===== src/rtl/led_fault_pkg.sv =====
package led_fault_pkg;

    // Synchronized comparator and control flags
    typedef struct packed {
        logic en;
        logic uv;
        logic ot;
        logic ov;
        logic oc;
        logic fbl;
        logic ovw;
        logic lshort;
        logic pwm;
    } cmp_t;

    localparam int NCMP = $bits(cmp_t);

    // Latched protection state
    typedef struct packed {
        logic gnd;
        logic open;
        logic lshort;
    } latch_t;

    // Registered output bundle
    typedef struct packed {
        logic shutdown;
        logic ss_dis;
        logic sw_en;
        logic flt1_n;
        logic flt2_n;
    } out_t;

    localparam out_t OUT_RESET = '{shutdown: 1'b1, ss_dis: 1'b0, sw_en: 1'b0,
                                   flt1_n: 1'b1, flt2_n: 1'b1};

    function automatic logic any_latched(latch_t l);
        return l.gnd | l.open | l.lshort;
    endfunction

    function automatic logic latch_release(cmp_t c);
        return ~c.en | c.uv;
    endfunction

    function automatic logic group1_fault(cmp_t c, latch_t l);
        return c.uv | c.ot | c.ov | l.gnd;
    endfunction

    function automatic logic group2_fault(latch_t l);
        return l.open | l.lshort;
    endfunction

endpackage


===== src/rtl/lfs_sync.sv =====
module lfs_sync #(
    parameter int N = 1
) (
    input  logic         clk,
    input  logic         rst,
    input  logic [N-1:0] d,
    output logic [N-1:0] q
);
    for (genvar i = 0; i < N; i++) begin : g_bit
        logic meta, stable;
        always_ff @(posedge clk) begin
            if (rst) begin
                meta   <= 1'b0;
                stable <= 1'b0;
            end else begin
                meta   <= d[i];
                stable <= meta;
            end
        end
        assign q[i] = stable;
    end
endmodule


===== src/rtl/lfs_timer.sv =====
module lfs_timer #(
    parameter int W = 8
) (
    input  logic         clk,
    input  logic         rst,
    input  logic         clr,
    input  logic         adv,
    input  logic [W-1:0] limit,
    output logic         done
);
    logic [W-1:0] cnt;

    assign done = (cnt >= limit);

    always_ff @(posedge clk) begin
        if (rst || clr)
            cnt <= '0;
        else if (adv && !done)
            cnt <= cnt + 1'b1;
    end
endmodule


===== src/rtl/lfs_core.sv =====
module lfs_core
    import led_fault_pkg::*;
#(
    parameter int GS_W        = 20,
    parameter int SHORT_TICKS = 32770,
    parameter int PLT_TICKS   = 32770
) (
    input  logic            clk,
    input  logic            rst,
    input  logic            tick,
    input  cmp_t            c,
    input  logic [GS_W-1:0] gs_limit,
    output out_t            o,
    output latch_t          lat_q
);
    localparam int SW = $clog2(SHORT_TICKS + 1);
    localparam int PW = $clog2(PLT_TICKS + 1);

    logic   run;
    logic   pwm_seen, armed;
    logic   plt_done, plt_fire;
    logic   gs_done, sh_done;
    logic   shut_c, ss_c;
    latch_t lat_set, lat_d;
    out_t   o_d;

    assign run = c.en & ~c.uv & ~c.ot;

    // Start-up phase: armed from enable until the first PWM-on
    always_ff @(posedge clk) begin
        if (rst || !c.en)
            pwm_seen <= 1'b0;
        else if (c.pwm)
            pwm_seen <= 1'b1;
    end
    assign armed    = c.en & ~pwm_seen;
    assign plt_fire = plt_done & armed;

    lfs_timer #(.W(PW)) plt_tmr_i (
        .clk(clk), .rst(rst),
        .clr(~armed | plt_done),
        .adv(tick & armed),
        .limit(PW'(PLT_TICKS)),
        .done(plt_done)
    );

    // Ground-short window counts clock cycles
    lfs_timer #(.W(GS_W)) gs_tmr_i (
        .clk(clk), .rst(rst),
        .clr(~(c.fbl & run) | plt_fire),
        .adv(1'b1),
        .limit(gs_limit),
        .done(gs_done)
    );

    // LED-short window counts switching ticks while PWM is high
    lfs_timer #(.W(SW)) sh_tmr_i (
        .clk(clk), .rst(rst),
        .clr(~(c.lshort & run)),
        .adv(tick & c.pwm),
        .limit(SW'(SHORT_TICKS)),
        .done(sh_done)
    );

    always_comb begin
        lat_set.gnd    = run & c.fbl & gs_done & ~plt_fire;
        lat_set.open   = run & c.fbl & c.ovw;
        lat_set.lshort = run & c.lshort & sh_done;
        if (latch_release(c))
            lat_d = '0;
        else
            lat_d = lat_q | lat_set;
    end

    always_ff @(posedge clk) begin
        if (rst)
            lat_q <= '0;
        else
            lat_q <= lat_d;
    end

    always_comb begin
        shut_c     = ~run | any_latched(lat_q);
        ss_c       = ~shut_c & (c.ov | c.oc | plt_fire);
        o_d.shutdown = shut_c;
        o_d.ss_dis   = ss_c;
        o_d.sw_en    = ~shut_c & ~ss_c;
        o_d.flt1_n   = ~group1_fault(c, lat_q);
        o_d.flt2_n   = ~group2_fault(lat_q);
    end

    always_ff @(posedge clk) begin
        if (rst)
            o <= OUT_RESET;
        else
            o <= o_d;
    end
endmodule


===== src/rtl/led_fault_supervisor.sv =====
module led_fault_supervisor
    import led_fault_pkg::*;
#(
    parameter int GS_W        = 20,
    parameter int SHORT_TICKS = 32770,
    parameter int PLT_TICKS   = 32770
) (
    input  logic            clk,
    input  logic            rst,
    input  logic            sw_tick,
    input  logic            en_in,
    input  logic            uv_in,
    input  logic            ot_in,
    input  logic            ov_in,
    input  logic            oc_in,
    input  logic            fb_low_in,
    input  logic            ov_warn_in,
    input  logic            led_short_in,
    input  logic            pwm_in,
    input  logic [GS_W-1:0] gs_limit,
    output logic            ss_discharge,
    output logic            sw_enable,
    output logic            shutdown,
    output logic            fault1_n,
    output logic            fault2_n
);
    cmp_t   cmp_raw, cmp_s;
    latch_t lat_q;
    out_t   o;

    assign cmp_raw = '{en: en_in, uv: uv_in, ot: ot_in, ov: ov_in, oc: oc_in,
                       fbl: fb_low_in, ovw: ov_warn_in, lshort: led_short_in,
                       pwm: pwm_in};

    lfs_sync #(.N(NCMP)) sync_i (
        .clk(clk), .rst(rst), .d(cmp_raw), .q(cmp_s)
    );

    lfs_core #(
        .GS_W(GS_W), .SHORT_TICKS(SHORT_TICKS), .PLT_TICKS(PLT_TICKS)
    ) core_i (
        .clk(clk), .rst(rst), .tick(sw_tick), .c(cmp_s),
        .gs_limit(gs_limit), .o(o), .lat_q(lat_q)
    );

    assign shutdown     = o.shutdown;
    assign ss_discharge = o.ss_dis;
    assign sw_enable    = o.sw_en;
    assign fault1_n     = o.flt1_n;
    assign fault2_n     = o.flt2_n;
endmodule


===== config.mk =====
export PLATFORM = sky130hd
export DESIGN_NAME = led_fault_supervisor
export DESIGN_NICKNAME = d
export VERILOG_FILES = /design/src/rtl/led_fault_pkg.sv /design/src/rtl/lfs_sync.sv /design/src/rtl/lfs_timer.sv /design/src/rtl/lfs_core.sv /design/src/rtl/led_fault_supervisor.sv
export SDC_FILE = /design/constraint.sdc
export NUM_CORES = 1
export LEC_CHECK = 0
export ABC_CLOCK_PERIOD_IN_PS = 3800
export BUFFER_PORTS_ARGS = -buffer_cell sky130_fd_sc_hd__buf_2
export CAP_MARGIN = 10
export CORE_UTILIZATION = 28
export CTS_BUF_LIST = sky130_fd_sc_hd__clkbuf_2
export CTS_CLUSTER_SIZE = 40
export DETAILED_ROUTE_END_ITERATION = 10
export GPL_ROUTABILITY_DRIVEN = 1
export PLACE_DENSITY = 0.45
export REMOVE_ABC_BUFFERS = 1
export SLEW_MARGIN = 30
export SYNTH_ARGS = -nofsm -noshare
export SYNTH_HDL_FRONTEND = slang
export SYNTH_HIERARCHICAL = 1
export SYNTH_SLANG_ARGS = --single-unit

===== constraint.sdc =====
create_clock -name clk -period 3.8 [get_ports clk]
set_clock_uncertainty 0.1 [all_clocks]
set_input_delay 0.38 -clock clk [delete_from_list [all_inputs] [get_ports clk]]
set_output_delay 0.38 -clock clk [all_outputs]
set_load 0.05 [all_outputs]

; Word level (Yosys, flattened, before mapping)
; Index checks and enable logic that the tools add are counted.
[word_totals]
register_bits = 79
wordCells = 86
[classes]
reduce_logical = 10
bitwise = 40
addsub = 3
order_cmp = 3
[op_table]
columns = op, count
row1 = "adder 16 x 1 -> 16 bit, second input constant", 2
row2 = ">= comparator 16 bit, second input constant", 2
row3 = "adder 20 x 1 -> 20 bit, second input constant", 1
row4 = >= comparator 20 bit, 1
row5 = bitwise AND 1 bit, 14
row6 = inverter 1 bit, 13
row7 = bitwise OR 1 bit, 12
row8 = logical OR 1 bit, 4
row9 = logical NOT 1 bit, 3
row10 = bitwise OR 3 bit, 1
row11 = logical AND 1 bit, 2
row12 = OR reduction 2 bit, 1

; Depth between registers and ports, before layout
; Gate-level depths: netlist of run 1.
[logic_depth]
ltp_word = 9
mapped_depth = 14

; Hierarchy
; Netlist of run 1, hierarchy kept.
[by_module_without_submodules]
columns = mod, area_each_um2, cells_each, instances
row1 = lfs_timer (core_i.plt_tmr_i ...), 1201.2, 150, 2
row2 = lfs_timer (core_i.gs_tmr_i), 1453.9, 188, 1
row3 = lfs_sync, 556.8, 46, 1
row4 = lfs_core, 351.6, 37, 1

; Worst setup path before layout of run 1
; Ideal clock, no wire load.
[synth_timing]
path_type = register -> register
from = reg core_i.plt_tmr_i.cnt[3]
to = reg core_i.gs_tmr_i.cnt[0]
n_path_buf = 4
setup_ps = 128
period_less_slack_ps = 2767
slack_ps = 1033
stages_incl_launch_ff = 14
arrival_time_ps = 2539
t_required_ps = 3572
cell_sequence = dfxtp_1 ha_1 o21a_1 nor2_1 o311a_1 o21ai_2 buf_6 clkbuf_1 nand2b_1 nand3_1 or2_2 buf_1 clkbuf_1 nor2_1
[synth_between]
elab_chain_cells = 4
[synth_rtl]
columns = element, line
row1 = start: declaration, lfs_timer.sv:11  ; logic [W-1:0] cnt;
row2 = start signal: assignment, lfs_timer.sv:19  ; cnt <= cnt + 1'b1;
row3 = >= comparator 16 bit, lfs_timer.sv:13  ; assign done = (cnt >= limit);
row4 = named net core_i.plt_done, lfs_core.sv:21  ; logic plt_done, plt_fire;
row5 = bitwise AND 1 bit, lfs_core.sv:37  ; assign plt_fire = plt_done & armed;
row6 = bitwise OR 1 bit, lfs_core.sv:50  ; .clr(~(c.fbl & run) | plt_fire),
row7 = logical OR 1 bit, lfs_timer.sv:16  ; if (rst || clr)
row8 = end signal: assignment, lfs_timer.sv:19
row9 = end: declaration, lfs_timer.sv:11
; The timed path passes the listed nets, and every way through them passes these cells.
; A chain may end at the register's enable or synchronous reset.

; Worst setup path in the final report of run 1
[layout_timing]
from = reg core_i.gs_tmr_i.cnt[0]
to = reg core_i.gs_tmr_i.cnt[5]
[layout_between]
elab_chain_cells = 1
[layout_rtl]
columns = element, line
row1 = adder 20 x 1 -> 20 bit / >= comparator 20 bit (equally long branches), "lfs_timer.sv:19, lfs_timer.sv:13"
; Parallel ways exist; a longest one is shown, timed or not.

==> results by group, run 1 <==
Placed design
  • Final GP Congestion: 0.764
  • # port buffers: 36
  • DP HPWL: 7.91 mm

Routing
  • Initial DRC Count: 137
  • WL/cell: 12.1 um
  • Drt total wl: 10.4 mm
  • ANT nets after route: 0
  • Vias: 4,129
  • DR vias/cell: 4.79
  • DR DRC count: 0
  • Drt first pass iters: 6

Floorplanning
  • Die height: 132 um
  • Site Rows: 47
  • Core Area: 16,600 um^2
  • Total die area: 17,500 um^2
  • Initial Util: 0.287
  • Chip width: 132 um
  • Ports: 37

STA
  • Crit share post-route: 0.768
  • Hold_ws: 0.113 ns
  • Max-slew violation count: 0
  • Max Clk Rate: 342 MHz
  • Crit path time final: 2.92 ns
  • Hold Fails Final Rpt: 0
  • Unrepaired setup endpoints after global routing: no
  • Worst slew pin tran: 0.704 ns
  • Final setup fails: 0
  • Rel. slew slack: 0.529
  • Setup TNS: 0 ns

CTS
  • PostCTS Resize Cnt: 0
  • Clk buf depth: 2
  • Clock Root Buffer: clkbuf_2
  • Clock transition at path regs: 0.26 ns
  • Later-pin clock latency in the skew report: 0.56 ns
  • CTS tree: yes
  • Htree depth: 3
  • Number of buffers created by CTS: 9
  • Clock Sink Count: 79

Flow run
  • # Max-Cap Violations: 0

Setup path
  • CP Max Fanout: 17
  • CP Data Arrival Time: 3.32 ns
  • CP startpoint kind: flip-flop
  • Worst EP required: 4.20 ns
  • Setup crit end kind: flip-flop
  • R2R setup slack: 0.88 ns
  • Crit path kind: flip-flop to flip-flop

Power and ir drop
  • Sw frac: 0.289
  • Psw: 404 uW
  • Internal power: 992 uW
  • Logic pwr share: 0.077
  • Clk pwr share: 0.318
  • Leakage power: 0.00209 uW
  • Maximum vdd drop: 0.117 mV
  • Power density over cell area: 258 nW/um^2
  • Part of the power in registers: 0.605

Synth
  • Top_reg_cell synth: dfxtp_1
  • Xor and xnor area share after synthesis: 0.00368
  • Number of synthesized flops with an enable pin: 0
  • Synthesized area per cell: 8.34 um^2
  • Post-synthesis cell count: 571
  • Complex-gate fraction of the synthesized area: 0.195
  • Simple-gate portion of the synthesized area: 0.239
  • Async S/R FF share, synth: 0
  • Synth Area in Adders: 0.144
  • Yosys cell types: 48
  • Multiplexer share of the synthesized area: 0
  • Synth warnings: 6
  • Cell area after synthesis: 4760 um^2
  • Post-synthesis sequential area ratio: 0.332
  • Largest family of logic cells by synthesized area: simple AND/OR/NAND/NOR gates
  • Number of synthesized register bits: 79

Layout
  • Layout cell share with drive strength beyond 1: 0.112
  • ANT cells: 0
  • Core Util, Final: 0.326
  • # fillers: 1,826
  • NumNets Final: 724
  • Area grow syn2layout: 13.6%

Global route
  • Total GRT Usage: 0.125
  • Largest net degree at the start of global routing: 33
  • Initial antenna violation count: 0
  • Number of global-route vias before repair: 3,858
  • Global route overflow: 0
  • First-pass GRT wire length: 17.7 mm

Outcome
  • Status: complete, no violations

Hold path
  • Min-delay worst type: primary input to flip-flop
[worst max-delay path, cell delays in order (launching register included)]
cell	delay (ns)
dfxtp_1	0.40
inv_1	0.07
ha_1	0.27
nand2b_1	0.14
a2111o_1	0.41
a32oi_2	0.26
nand4_1	0.53
or3_1	0.54
a21oi_1	0.14
[path summary, 6_finish.rpt]
path	from	endpoint	depth (start not counted)
worst min-delay path	rst	sync_i/g_bit[2].meta	2
worst max register to register	core_i/gs_tmr_i/cnt[0]	core_i/gs_tmr_i/cnt[5]	8
worst max-delay path	core_i/gs_tmr_i/cnt[0]	core_i/gs_tmr_i/cnt[5]	8
worst min register to register	sync_i/g_bit[8].meta	sync_i/g_bit[8].stable	1
[synth_stat cells, types with 11 or more instances]
cell / instances / share of area
a21oi_1: 53 / 0.056
dfxtp_1: 79 / 0.33
ha_1: 55 / 0.14
inv_1: 69 / 0.054
nand2_1: 31 / 0.024
nand3_1: 27 / 0.028
nand4_1: 19 / 0.025
nor2_1: 25 / 0.020
nor2b_1: 14 / 0.018
o21ai_0: 23 / 0.024
o31ai_1: 30 / 0.047
or3_1: 11 / 0.014
or4_1: 30 / 0.047
[what timing repair did]
action	CTS	global route
buffers inserted	0	0
setup endpoints to repair	0	0
endpoints found under the hold margin	9	0
hold buffers	9	0
[cells in the final DEF, fill, tap and decap left out, types with 3 or more instances in the layout]
cell and count:
and3_1 4, ha_1 55, or2_2 6, inv_6 4, and2b_1 8, dfxtp_1 79, inv_1 69, or3_1 11
or4_1 30, o31ai_1 30, dlygate4sd3_1 9, nand2_1 31, nor2b_1 14, conb_1 35, o21ai_0 23, nor2_1 25
clkbuf_2 9, nand2b_1 3, o21a_1 9, o211ai_1 6, nand3_1 27, a21oi_1 53, nand4_1 19, buf_2 36
nor3_1 9, nor4_2 3, a211oi_1 3
[cells by family after synthesis]
group,count (synthesis)
AOI/OAI and AO/OA,143
xor gates and xnor gates,2
adders and majority gates,55
buffers and inverters,93
DFF,79
other,2
and+or+nand+nor,197
[layer usage]
metal / share of wire / track usage
met4: 0.014 / 0.0530
met3: 0.021 / 0.0218
met5: 0 / 0
met1: 0.49 / 0.156
met2: 0.47 / 0.212
[metrics by stage]
stage	instance area (um^2)	setup slack (ns)	power (uW)	cells
after CTS	5410	0.852	1430	862
after global routing	5410	0.641	1470	862
after floorplan	4740	1.26	924	580
after global placement	5210	0.896	956	837
final	5410	0.880	1400	862
after detailed placement	5220	0.804	961	837
[power groups by stage]
stage | Combinational, uW | Sequential [uW] | Clock [uW]
3_3_place_gp | 95.5 | 860 | 0
5_1_grt | 124 | 847 | 501
2_1_floorplan | 60.6 | 864 | 0
3_5_place_dp | 100 | 860 | 0
6_report | 107 | 845 | 445
4_1_cts | 108 | 845 | 474
[layout make-up]
class	count	area, um^2	share of cell area
multi-input combinational	432	2910	0.538
clock inverter	7	60.1	0.0111
inverter	69	259	0.0479
sequential	79	1580	0.292
timing repair buffer	46	278	0.0513
clock buffer	9	45.0	0.00833
tap	220	275	0.0509
[registers in the layout, indices dropped and copies added, names as in the netlist]
name,cells
core_i/gs_tmr_i/cnt,20
core_i/lat_q,3
core_i/o,5
core_i/plt_tmr_i/cnt,16
core_i/pwm_seen,1
core_i/sh_tmr_i/cnt,16
sync_i/g_bit.meta,9
sync_i/g_bit.stable,9
(Power assumes the default switching activity.)
==> inputs of run 2 (changes only) <==
ABC_CLOCK_PERIOD_IN_PS = 2900   (was 3800)
clock period = 2.9 ns   (was 3.8 ns; I/O delays follow)
==> results by group, run 2 (synthesis results as in run 1) <==
Layout
  • Layout cell share with drive strength beyond 1: 0.111 (-0.00121)
  • Biggest regs: core_i/gs_tmr_i/cnt x20, core_i/plt_tmr_i/cnt x16, core_i/sh_tmr_i/cnt x16
  • Area grow syn2layout: 16.3%
  • Largest Register: core_i/gs_tmr_i/cnt
  • Largest register FFs: 20 (unchanged)
  • Most frequent cells in the layout: dfxtp_1, inv_1, ha_1
  • Layout Cells excl Fill: 869 (+0.81%)
  • NumNets Final: 733 (+1.2%)
  • ANT cells: 0 (unchanged)
  • Leading cell type in the layout, fill and taps excluded: dfxtp_1

Routing
  • DR DRC count: 0 (unchanged)
  • Vias: 4,154 (+0.61%)
  • Drt total wl: 10.3 mm (-1.1%)
  • Drt first pass iters: 5 (-1)
  • DR vias/cell: 4.78 (-0.20%)
  • ANT nets after route: 0 (unchanged)
  • WL/cell: 11.9 um (-1.9%)
  • Initial DRC Count: 111 (-19%)

STA
  • Rel. slew slack: 0.536 (+0.00744)
  • Hold_ws: 0.249 ns (+0.135 ns)
  • Hold Fails Final Rpt: 0 (unchanged)
  • Crit share post-route: 0.928 (+0.160)
  • Final setup fails: 0 (unchanged)
  • Setup TNS: 0 ns (unchanged)
  • Unrepaired setup endpoints after global routing: no
  • Max Clk Rate: 371 MHz (+8.5%)
  • Worst slew pin tran: 0.693 ns (-0.0111 ns)
  • Max-slew violation count: 0 (unchanged)
  • Crit path time final: 2.69 ns (-0.228 ns)

Hold path
  • Worst min-delay path startpoint: sw_tick
  • Min-delay worst type: primary input to flip-flop
  • Hold path depth: 5 (+3)
  • Hold worst-path end: core_i/sh_tmr_i/cnt[4]

Flow run
  • # Max-Cap Violations: 0 (unchanged)

Outcome
  • Status: complete, no violations

Global route
  • Number of global-route vias before repair: 3,939 (+2.1%)
  • Total GRT Usage: 0.126 (+0.00115)
  • First-pass GRT wire length: 17.9 mm (+0.98%)
  • Initial antenna violation count: 0 (unchanged)
  • Global route overflow: 0 (unchanged)
  • Largest net degree at the start of global routing: 33 (unchanged)

Setup path
  • Setup crit end kind: flip-flop
  • Crit path kind: flip-flop to flip-flop
  • CP Data Arrival Time: 3.09 ns (-0.23 ns)
  • CP startpoint kind: flip-flop
  • R2R setup slack: 0.21 ns (-0.67 ns)
  • Reg-to-Reg Start: core_i/gs_tmr_i/cnt[0]
  • Reg2reg end: core_i/gs_tmr_i/cnt[19]
  • CP Max Fanout: 16 (-1)
  • Worst EP required: 3.29 ns (-0.91 ns)
  • R2r worst-path depth: 8 (unchanged)

Placed design
  • Dpl cells: 839 (+0.24%)
  • # port buffers: 36 (unchanged)
  • Final GP Congestion: 0.741 (-3.0%)
  • DP HPWL: 7.88 mm (-0.39%)

Power and ir drop
  • Logic pwr share: 0.077 (about the same)
  • Internal power: 1450 uW (+46%)
  • Leakage power: 0.00213 uW (+1.8%)
  • Maximum vdd drop: 0.199 mV (+71%)
  • Psw: 478 uW (+18%)
  • Part of the power in registers: 0.573 (-0.032)
  • Clk pwr share: 0.349 (+0.031)
  • Sw frac: 0.248 (-0.0416)
  • Power density over cell area: 348 nW/um^2 (+35%)

Floorplanning
  • Die height: 132 um (unchanged)
  • Chip width: 132 um (unchanged)
  • Initial Util: 0.287 (unchanged)
  • Total die area: 17,500 um^2 (unchanged)
  • Ports: 37 (unchanged)
  • Core Area: 16,600 um^2 (unchanged)
  • Site Rows: 47 (unchanged)

CTS
  • Clk buf depth: 2 (unchanged)
  • Number of buffers created by CTS: 9 (unchanged)
  • Clock transition at path regs: 0.22 ns (-0.04 ns)
  • Clock Sink Count: 79 (unchanged)
  • CTS tree: yes
  • Clock Root Buffer: clkbuf_2
  • Htree depth: 3 (unchanged)
  • Later-pin clock latency in the skew report: 0.54 ns (-0.02 ns)
  • Postcts setup bufs: 0 (unchanged)
## run 2: metrics by stage
stage                     setup slack, ns  cell area, um^2  total power [uW]  utilization
after floorplan                     0.369             4740              1210            -
after global placement              0.196             5220              1250        0.315
after detailed placement            0.112             5230              1260        0.315
after CTS                          0.0665             5520              1970        0.333
after global routing              0.00464             5540              2030        0.334
final                               0.208             5540              1930        0.334
## run 2: per-layer routing
layer	up-vias	routed length [um]	GRT usage
met5	-	0	0
met4	0	121	0.0409
met3	10	311	0.0310
met2	51	4920	0.220
met1	1913	4960	0.152
li1	2180	-	-
## run 2: layout make-up
| cell class | instances | area [um^2] |
|---|---|---|
| timing repair buffer | 55 | 363 |
| multi-input combinational | 432 | 2930 |
| clock inverter | 5 | 83.8 |
| inverter | 69 | 259 |
| sequential | 79 | 1580 |
| tap | 220 | 275 |
| clock buffer | 9 | 45.0 |
| fill | 1767 | 11000 |
## run 2: worst max-delay path, cell delays in order, from the launching register on
cell	delay, ns
dfxtp_1	0.40
inv_1	0.08
ha_1	0.26
nand2b_1	0.14
a2111o_1	0.44
a32oi_4	0.26
nand4_4	0.25
or4_1	0.56
a21oi_1	0.16
## run 2: how the worst max path moves through the flow
| stage | slack, ns | startpoint | cells past startpoint | endpoint |
|---|---|---|---|---|
| floorplan | 0.37 | core_i/gs_tmr_i/cnt[0] | 8 | core_i/gs_tmr_i/cnt[4] |
| global placement | 0.20 | gs_limit[0] | 8 | core_i/gs_tmr_i/cnt[19] |
| detailed placement | 0.11 | core_i/gs_tmr_i/cnt[0] | 8 | core_i/gs_tmr_i/cnt[19] |
| CTS | 0.07 | core_i/gs_tmr_i/cnt[0] | 8 | core_i/gs_tmr_i/cnt[19] |
| global route | 0.005 | core_i/gs_tmr_i/cnt[17] | 7 | core_i/gs_tmr_i/cnt[19] |
| finish | 0.21 | core_i/gs_tmr_i/cnt[0] | 8 | core_i/gs_tmr_i/cnt[19] |
## run 2: timing repair
action	in CTS	in global routing
endpoints found under the setup margin	0	5
hold endpoints to repair	14	0
hold buffers	16	0
resized for setup	0	2
## run 2: power groups by stage
| stage | registers (uW) | clock network, uW | logic, uW |
|---|---|---|---|
| 2_1_floorplan | 1130 | 0 | 79.5 |
| 3_3_place_gp | 1130 | 0 | 127 |
| 3_5_place_dp | 1130 | 0 | 132 |
| 4_1_cts | 1110 | 716 | 148 |
| 5_1_grt | 1110 | 752 | 170 |
| 6_report | 1110 | 674 | 149 |
==> inputs of run 3 (changes only) <==
ABC_CLOCK_PERIOD_IN_PS = 2500   (was 2900)
CORE_ASPECT_RATIO = 0.6   (was default)
SKIP_CTS_REPAIR_TIMING = 1   (was default)
clock period = 2.5 ns   (was 2.9 ns; I/O delays follow)
==> results by group, run 3 (synthesis results as in run 1) <==
Outcome
  • Status: finished, violations left
  • Failing checks: negative setup slack

Power and ir drop
  • Maximum vdd drop: 0.234 mV (+17%)
  • Final Total Pwr: 2240 uW (+16%)
  • Leakage power: 0.00244 uW (+14%)
  • Power density over cell area: 361 nW/um^2 (+3.7%)

Layout
  • Core Util, Final: 0.378 (+0.0439)
  • Biggest regs: core_i/gs_tmr_i/cnt x20, core_i/plt_tmr_i/cnt x16, core_i/sh_tmr_i/cnt x16
  • Leading cell type in the layout, fill and taps excluded: inv_1
  • Area grow syn2layout: 30.4%
  • Storage element area: 1600 um^2 (+1.4%)
  • Largest Register: core_i/gs_tmr_i/cnt
  • NumNets Final: 780 (+6.4%)
  • Footprint of the multi-input gates: 3230 um^2 (+10%)
  • Most frequent cells in the layout: inv_1, dfxtp_1, ha_1
  • Fin area: 6210 um^2 (+12%)
  • Largest register FFs: 20 (unchanged)
  • # fillers: 1,684 (-4.7%)
  • Layout cell share with drive strength beyond 1: 0.264 (+0.153)

Routing
  • M1 WL: 6.98 mm (+41%)
  • Highest routed layer: met4
  • Drt total wl: 12.6 mm (+22%)
  • WL met2: 5.04 mm (+2.4%)
  • DR DRC count: 0 (unchanged)
  • Met3 WL: 481 um (+55%)
  • Initial DRC Count: 233 (+110%)
  • WL/cell: 13.6 um (+15%)
  • Vias: 4,518 (+8.8%)
  • Drt first pass iters: 4 (-1)
  • DR vias/cell: 4.87 (+2.0%)
  • ANT nets after route: 0 (unchanged)

Floorplanning
  • Die height: 103 um (-22%)
  • Initial Util: 0.290 (+0.00249)
  • Core Area: 16,400 um^2 (-0.86%)
  • Site Rows: 36 (-23%)
  • Chip width: 170 um (+29%)
  • Ports: 37 (unchanged)
  • Total die area: 17,600 um^2 (+0.10%)

CTS
  • Number of buffers created by CTS: 9 (unchanged)
  • Later-pin clock latency in the skew report: 0.57 ns (+0.03 ns)
  • Htree depth: 3 (unchanged)
  • CTS tree: yes
  • Clock Sink Count: 79 (unchanged)
  • Clk buf depth: 2 (unchanged)
  • Clock transition at path regs: 0.25 ns (+0.03 ns)
  • Clock Root Buffer: clkbuf_2

Setup path
  • Max incr delay on CP: 0.47 ns (-0.09 ns)
  • Beginning of the critical path: core_i/gs_tmr_i/cnt[0]
  • Cell breakdown of the critical path: inv_2 > ha_4 > nand2b_4 > a2111o_1 > a32oi_2 > nand4_2 > buf_6 > or4_4 > a21oi_2
  • CP Data Arrival Time: 2.94 ns (-0.15 ns)
  • Critical-path top delay cell: or4_4
  • CP Max Fanout: 6 (-10)
  • R2R setup slack: -0.02 ns (-0.22 ns)
  • Crit path capture: core_i/gs_tmr_i/cnt[13]
  • Setup crit end kind: flip-flop
  • Crit path kind: flip-flop to flip-flop
  • CP startpoint kind: flip-flop
  • R2r worst-path depth: 9 (+1)
  • Reg-to-Reg Start: core_i/gs_tmr_i/cnt[0]
  • Reg2reg end: core_i/gs_tmr_i/cnt[13]
  • Worst EP required: 2.92 ns (-0.37 ns)

Global route
  • Largest net degree at the start of global routing: 26 (-21%)
  • Number of global-route vias before repair: 3,865 (-1.9%)
  • Initial antenna violation count: 1 (+1)
  • First-pass GRT wire length: 19.2 mm (+7.2%)
  • Total GRT Usage: 0.140 (+0.0135)
  • Global route overflow: 0 (unchanged)

Placed design
  • Dpl cell area: 5490 um^2 (+4.9%)
  • Final GP Congestion: 0.727 (-1.9%)
  • DP HPWL: 8.94 mm (+13%)
  • # port buffers: 36 (unchanged)

STA
  • Worst setup margin: -0.0155 ns (-0.223 ns)
  • Hold_ws: 0.0125 ns (-0.236 ns)
  • Max Clk Rate: 398 MHz (+7.0%)
  • Crit path time final: 2.52 ns (-0.177 ns)
  • Crit share post-route: 1.01 (+0.0779)
  • Hold Fails Final Rpt: 0 (unchanged)
  • Final setup fails: 3 (+3)
  • Max-slew violation count: 0 (unchanged)
  • Unrepaired setup endpoints after global routing: yes

Flow run
  • # Max-Cap Violations: 0 (unchanged)

Hold path
  • Min-delay worst type: primary input to flip-flop
run 3: worst min path at each step:
stage | depth (start not counted) | from | endpoint
6_report | 2 | rst | sync_i/g_bit[4].meta
5_1_grt | 2 | rst | sync_i/g_bit[3].stable
4_1_cts | 2 | uv_in | sync_i/g_bit[7].meta
3_5_place_dp | 1 | sync_i/g_bit[8].meta | sync_i/g_bit[8].stable
3_3_place_gp | 1 | sync_i/g_bit[8].meta | sync_i/g_bit[8].stable
2_1_floorplan | 1 | rst | sync_i/g_bit[0].meta
run 3: area by class of cell:
cell class | instances | share of cell area
Timing Repair Buffer | 99 | 0.114
Sequential cell | 79 | 0.258
Clock inverter | 7 | 0.0129
Multi-Input combinational cell | 435 | 0.520
Tap cell | 228 | 0.0459
Antenna cell | 1 | 0.000403
Clock buffer | 9 | 0.00725
Inverter | 69 | 0.0417
run 3: metrics by stage:
stage	TNS, ns	setup slack (ns)	std cells
detailed placement	-1.15	-0.0936	879
global route	-0.808	-0.0877	927
CTS	-2.91	-0.158	895
global placement	-0.136	-0.0251	879
floorplan	-0.152	-0.0311	580
finish	-0.0318	-0.0155	927
run 3: critical path, delay by kind of cell (launching register included):
family / cells / cell delay, ns
adder cells (fa/ha/maj): 1 / 0.20
AO/OA/AOI/OAI: 3 / 0.76
buffers and inverters: 2 / 0.24
flip-flops: 1 / 0.39
AND/OR/NAND/NOR: 3 / 0.80
run 3: power by group:
part	internal, uW	switching (uW)	total (uW)
combinational	92.9	105	198
clock	247	517	763
sequential	1280	5.59	1280
total	1620	627	2240
run 3: per-layer routing:
metal	GRT usage	up-vias
met2	0.195	74
li1	-	2284
met1	0.211	2147
met3	0.0311	13
met5	0	-
met4	0.0388	0
